## src/rtl/fastdec_pkg.sv

```systemverilog
package fastdec_pkg;
  localparam int DATA_W      = 8;
  localparam int IDX_W       = 4;
  localparam int NUM_MEM_WIN = 2;
  localparam int NUM_WIN     = NUM_MEM_WIN + 1;
  localparam int REGS_PER_MW = 3;
  localparam int IO_IDX      = 1 + REGS_PER_MW * NUM_MEM_WIN;
  localparam int NUM_REG     = IO_IDX + 2;

  typedef struct packed {
    logic [NUM_REG-1:0] wrSel;
    logic [DATA_W-1:0]  wrData;
    logic [IDX_W-1:0]   rdIdx;
  } cfgStrobe_t;

  function automatic logic [DATA_W-1:0] resetValue(int i);
    if (i == 0)            return 8'h00;
    else if (i == IO_IDX)  return 8'h00;
    else if (i > IO_IDX)   return 8'hFF;
    else case ((i - 1) % REGS_PER_MW)
      0:       return 8'h00;
      1:       return 8'hFF;
      default: return 8'hF0;
    endcase
  endfunction
endpackage

```

## src/rtl/fastdec_ctrl.sv

```systemverilog
module fastdec_ctrl
  import fastdec_pkg::*;
(
  input  logic              clk,
  input  logic              rstN,
  input  logic              cfgIdxWr,
  input  logic              cfgDataWr,
  input  logic [DATA_W-1:0] cfgWdata,
  output cfgStrobe_t        strb
);
  logic [IDX_W-1:0] idxQ;

  always_ff @(posedge clk) begin
    if (!rstN)         idxQ <= '0;
    else if (cfgIdxWr) idxQ <= cfgWdata[IDX_W-1:0];
  end

  always_comb begin
    strb.wrData = cfgWdata;
    strb.rdIdx  = idxQ;
    for (int i = 0; i < NUM_REG; i++)
      strb.wrSel[i] = cfgDataWr && (idxQ == IDX_W'(i));
  end
endmodule

```

## src/rtl/fastdec_dp.sv

```systemverilog
module fastdec_dp
  import fastdec_pkg::*;
#(
  parameter int MEM_AW = 24,
  parameter int IO_AW  = 10
) (
  input  logic               clk,
  input  logic               rstN,
  input  cfgStrobe_t         strb,
  output logic [DATA_W-1:0]  cfgRdata,
  input  logic               memCycle,
  input  logic [MEM_AW-1:0]  memAddr,
  input  logic               ioCycle,
  input  logic [IO_AW-1:0]   ioAddr,
  output logic [NUM_WIN-1:0] winHit
);
  localparam int MEM_LO = MEM_AW - 12;
  localparam int IO_LO  = IO_AW - 8;

  logic [DATA_W-1:0] cfgReg [NUM_REG];
  logic              globalEn;

  always_ff @(posedge clk) begin
    for (int i = 0; i < NUM_REG; i++) begin
      if (!rstN)
        cfgReg[i] <= resetValue(i);
      else if (strb.wrSel[i])
        cfgReg[i] <= (i == 0) ? {{(DATA_W-1){1'b0}}, strb.wrData[0]} : strb.wrData;
    end
  end

  always_comb begin
    cfgRdata = '0;
    for (int i = 0; i < NUM_REG; i++)
      if (strb.rdIdx == IDX_W'(i)) cfgRdata = cfgReg[i];
  end

  assign globalEn = cfgReg[0][0];

  genvar w;
  generate
    for (w = 0; w < NUM_MEM_WIN; w++) begin : gMemWin
      logic [11:0] baseV, maskV;
      logic        match;
      assign baseV  = {cfgReg[1 + REGS_PER_MW*w], cfgReg[3 + REGS_PER_MW*w][3:0]};
      assign maskV  = {cfgReg[2 + REGS_PER_MW*w], cfgReg[3 + REGS_PER_MW*w][7:4]};
      assign match  = ((memAddr[MEM_AW-1:MEM_LO] ^ baseV) & maskV) == 12'h000;
      assign winHit[w] = globalEn & memCycle & match;
    end
  endgenerate

  logic ioMatch;
  assign ioMatch = ((ioAddr[IO_AW-1:IO_LO] ^ cfgReg[IO_IDX]) & cfgReg[IO_IDX+1]) == 8'h00;
  assign winHit[NUM_WIN-1] = globalEn & ioCycle & ioMatch;

  logic unusedAddrBits;
  assign unusedAddrBits = ^{memAddr[MEM_LO-1:0], ioAddr[IO_LO-1:0]};
endmodule

```

## src/rtl/fastdec.sv

```systemverilog
module fastdec
  import fastdec_pkg::*;
#(
  parameter int MEM_AW = 24,
  parameter int IO_AW  = 10
) (
  input  logic               clk,
  input  logic               rstN,
  input  logic               cfgIdxWr,
  input  logic               cfgDataWr,
  input  logic [DATA_W-1:0]  cfgWdata,
  output logic [DATA_W-1:0]  cfgRdata,
  input  logic               memCycle,
  input  logic [MEM_AW-1:0]  memAddr,
  input  logic               ioCycle,
  input  logic [IO_AW-1:0]   ioAddr,
  output logic [NUM_WIN-1:0] winHit,
  output logic               fastHit
);
  cfgStrobe_t strb;

  fastdec_ctrl u_ctrl (
    .clk(clk), .rstN(rstN), .cfgIdxWr(cfgIdxWr), .cfgDataWr(cfgDataWr),
    .cfgWdata(cfgWdata), .strb(strb)
  );

  fastdec_dp #(.MEM_AW(MEM_AW), .IO_AW(IO_AW)) u_dp (
    .clk(clk), .rstN(rstN), .strb(strb), .cfgRdata(cfgRdata),
    .memCycle(memCycle), .memAddr(memAddr), .ioCycle(ioCycle),
    .ioAddr(ioAddr), .winHit(winHit)
  );

  assign fastHit = |winHit;
endmodule

```

## config.mk

```make
export PLATFORM = sky130hd
export DESIGN_NAME = fastdec
export DESIGN_NICKNAME = d
export VERILOG_FILES = /design/src/rtl/fastdec_pkg.sv /design/src/rtl/fastdec_ctrl.sv /design/src/rtl/fastdec_dp.sv /design/src/rtl/fastdec.sv
export SDC_FILE = /design/constraint.sdc
export NUM_CORES = 1
export LEC_CHECK = 0
export BUFFER_PORTS_ARGS = -buffer_cell sky130_fd_sc_hd__buf_2
export CORE_ASPECT_RATIO = 1.25
export CORE_MARGIN = 4
export CORE_UTILIZATION = 35
export CTS_CLUSTER_DIAMETER = 100
export CTS_CLUSTER_SIZE = 16
export DETAILED_ROUTE_END_ITERATION = 7
export GPL_TIMING_DRIVEN = 0
export PLACE_DENSITY_LB_ADDON = 0.1
export SETUP_SLACK_MARGIN = 0.02
export SYNTH_ARGS = -nofsm -noshare
export SYNTH_HDL_FRONTEND = slang
export SYNTH_SLANG_ARGS = --single-unit
export TNS_END_PERCENT = 100
```

## constraint.sdc

```tcl
create_clock -name clk -period 6.2 [get_ports clk]
set_input_delay 0.62 -clock clk [delete_from_list [all_inputs] [get_ports clk]]
set_output_delay 0.62 -clock clk [all_outputs]
set_load 0.005 [all_outputs]
```

==> metrics.cfg <==
[clock_network]
root_buffer = clkbuf_16
cts_buffers = 9
cts_resized = 0
holdBufCountCts = 0
post_cts_buffers = 0
cts_tree = built
cts.sinks = 69
h-tree-depth = 3
clk_path_buf_depth = 2
clock_latency_ps = 330
cts.clk_slew.worst_paths_ps = 60

[critical_path]
r2r_cells = 6
crit_path_end = cfgRdata[3]
path_depth = 8
slowest_delay_ps = 470
path_class = flip-flop to output pin
cp-end-kind = output pin
startpoint_type = flip-flop
critPathLaunch = u_ctrl.idxQ[1]$_SDFFE_PN0P_
cp_top_family = buffers and inverters
path_cells = buf_4, nor2b_1, clkbuf_1, a22oi_1, o22ai_1, nand2b_1, a31oi_1, buf_2
r2r_start = u_ctrl.idxQ[1]$_SDFFE_PN0P_
critPathArrivalTime_ps = 2320
crit_fanout = 10
worstPathRequired_ps = 5580
cp_slowest_cell = clkbuf_1
crit_buf_inv = 3
reg2reg_setup_slack_ps = 3410
r2r-end = u_dp.cfgReg[8][0]$_SDFFCE_PN1P_

[cells_and_area]
seq_area_um2 = 2030
layout-drive-gt1-share_pct = 21.4
antenna_cells = 0
final_cell_area_um2 = 4410
utilization_pct = 43.0
final_nets = 429
synthToLayoutAreaGrowth_pct = 17.9
multi_input_area_um2 = 1610
fillCellCount = 979

[logic_synthesis]
synthTopCellsByArea = edfxtp_1, xor2_1, and2_1
yosys.area.top_type = edfxtp_1
yosysSeqAreaShare_pct = 54.4
synth_edf_count = 65
yosys-top-cells-count = edfxtp_1, xor2_1, and2_1
yosys_warnings = 0
synth.avg_cell_area_um2 = 11.5
synth_seq_cells = 69
netlist_instances = 324
synth_nets = 372
synth_top_area_share_pct = 52.2
yosysMostFrequentCell = edfxtp_1
synth_cell_type_count = 39
synth_area_um2 = 3740
ys_async_sr_fraction_pct = 0
synth_ff_type = edfxtp_1

[drt]
viasPerCell = 5.34
dr.first_iter.drc_count = 188
route.detailed.drc = 0
wl_um = 11000
vias = 2737
avgRoutedWirePerCell_um = 21.4
detail-route-antenna-nets = 0
dr.pass1.iters = 5

[timing]
slew_violations = 0
clock_skew_ps = 8.14
tightest_slew_ps = 1260
fmax_mhz = 340
finalSetupTns_ps = 0
rsz0062_at_grt = false
fin_ws_ps = 3260
fin_crit_sh_pct = 47.4
period_minus_slack_ps = 2940
slew_headroom_pct = 14.8
finalSetupViolCount = 0
hold_violations = 0

[global_route]
grtUsageTotal_pct = 18.7
grt_start_max_net_pins = 11
grt_pass1_vias = 2779
grt-ovfl-total = 0
grt_pass1_wl_um = 16500
antenna_found_initial = 0

[pwr]
total_power_mw = 1.15
powerDensity_nw_per_um2 = 262
power_switching_mw = 0.272
clockPowerShare_pct = 41.9
sw_frac_of_total_pct = 23.6
ir_drop_mv = 0.146
internal_power_mw = 0.882
p_leak_nw = 1.53
seqPwrFrac_pct = 46.3
p_comb_share_pct = 11.9

[floorplanning]
start_util_pct = 36.4
coreArea_um2 = 10300
std_cell_rows = 41
die_h_um = 124
ios = 60
die_area_um2 = 12400
dieWidth_um = 100

[run]
max_cap_viol_count = 0

[placement]
place_area_um2 = 4140
portBuffers = 43
gp_congestion = 0.853
dp_hpwl_um = 8260
post-place-ws_ps = 3380

[worst_hold_path]
hp-class = primary input to flip-flop
holdPathStages = 2

[status]
status = finished, final reports clean

[state kept, by name, indices dropped and copies added (netlist names)]
register     cells
u_ctrl.idxQ      4
u_dp.cfgReg     65
[cells by family after synthesis]
logic type,share of synthesized area (%)
AOI/OAI and AO/OA,11.1
xor gates and xnor gates,7.50
buffers and inverters,2.61
DFF,54.4
muxes,5.05
and+or+nand+nor,19.4
[metrics by stage]
stage,hold slack [ps],cells
6_report,674,513
5_1_grt,672,513
4_1_cts,662,513
3_5_place_dp,758,499
3_3_place_gp,785,496
2_1_floorplan,684,324
[metal layers]
| metal | up-vias | part of all wire, % | track usage (%) |
|---|---|---|---|
| met1 | 1291 | 43 | 23.5 |
| met2 | 103 | 49 | 31.3 |
| met4 | 0 | 2.2 | 6.49 |
| met5 | - | 0 | 0 |
| li1 | 1319 | - | - |
| met3 | 24 | 6.2 | 4.80 |
[layout make-up]
| cell class | instances | share of cell area (%) |
|---|---|---|
| Inverter | 1 | 0.0852 |
| Timing Repair Buffer | 46 | 5.39 |
| Sequential cell | 69 | 46.1 |
| Clock inverter | 4 | 0.937 |
| Tap cell | 129 | 3.66 |
| Buffer | 17 | 2.13 |
| Clock buffer | 10 | 5.19 |
| Multi-Input combinational cell | 237 | 36.5 |
[cells in the final DEF (no fill, tap or decap), drive strengths merged, types with 2 or more instances in the layout]
| master | netlist | final |
|---|---|---|
| a22oi | 15 | 15 |
| buf | 7 | 53 |
| a22o | 2 | 2 |
| clkbuf | 10 | 20 |
| mux2 | 7 | 7 |
| nand2 | 16 | 16 |
| or2 | 9 | 9 |
| nand2b | 16 | 16 |
| xor2 | 32 | 32 |
| dfxtp | 4 | 4 |
| o21ai | 9 | 9 |
| nor2b | 8 | 8 |
| nor3 | 6 | 6 |
| and2 | 28 | 28 |
| a21oi | 2 | 2 |
| nand4 | 3 | 3 |
| a222oi | 3 | 3 |
| nand3 | 6 | 6 |
| or2b | 3 | 3 |
| mux2i | 11 | 11 |
| or3 | 18 | 18 |
| clkinv | 0 | 3 |
| a31oi | 8 | 8 |
| o22ai | 16 | 16 |
| edfxtp | 65 | 65 |
| nor2 | 11 | 11 |
[worst min path at each step]
stage                           startpoint                         endpoint
6_report                       cfgWdata[6]  u_dp.cfgReg[8][6]$_SDFFCE_PN1P_
5_1_grt                        cfgWdata[0]  u_dp.cfgReg[2][0]$_SDFFCE_PN1P_
4_1_cts                        cfgWdata[0]  u_dp.cfgReg[5][0]$_SDFFCE_PN1P_
3_5_place_dp   u_ctrl.idxQ[3]$_SDFFE_PN0P_  u_dp.cfgReg[3][0]$_SDFFCE_PN0P_
3_3_place_gp   u_ctrl.idxQ[3]$_SDFFE_PN0P_  u_dp.cfgReg[3][0]$_SDFFCE_PN0P_
2_1_floorplan  u_ctrl.idxQ[3]$_SDFFE_PN0P_  u_dp.cfgReg[1][0]$_SDFFCE_PN0P_
[worst reg2reg max path: cells and delay by family (launching register included)]
family	cells	cell delay [ps]
simple gates	2	660
flops	1	290
buf+inv	3	500
compound gates	1	950
[power groups by stage]
stage          clock network, mW  registers [mW]  logic, mW
2_1_floorplan                  0           0.539     0.0794
3_3_place_gp                   0           0.544      0.134
3_5_place_dp                   0           0.543      0.137
4_1_cts                    0.490           0.534      0.137
5_1_grt                    0.513           0.535      0.150
6_report                   0.483           0.534      0.137
Note: power is estimated with default switching activity, not from simulation.
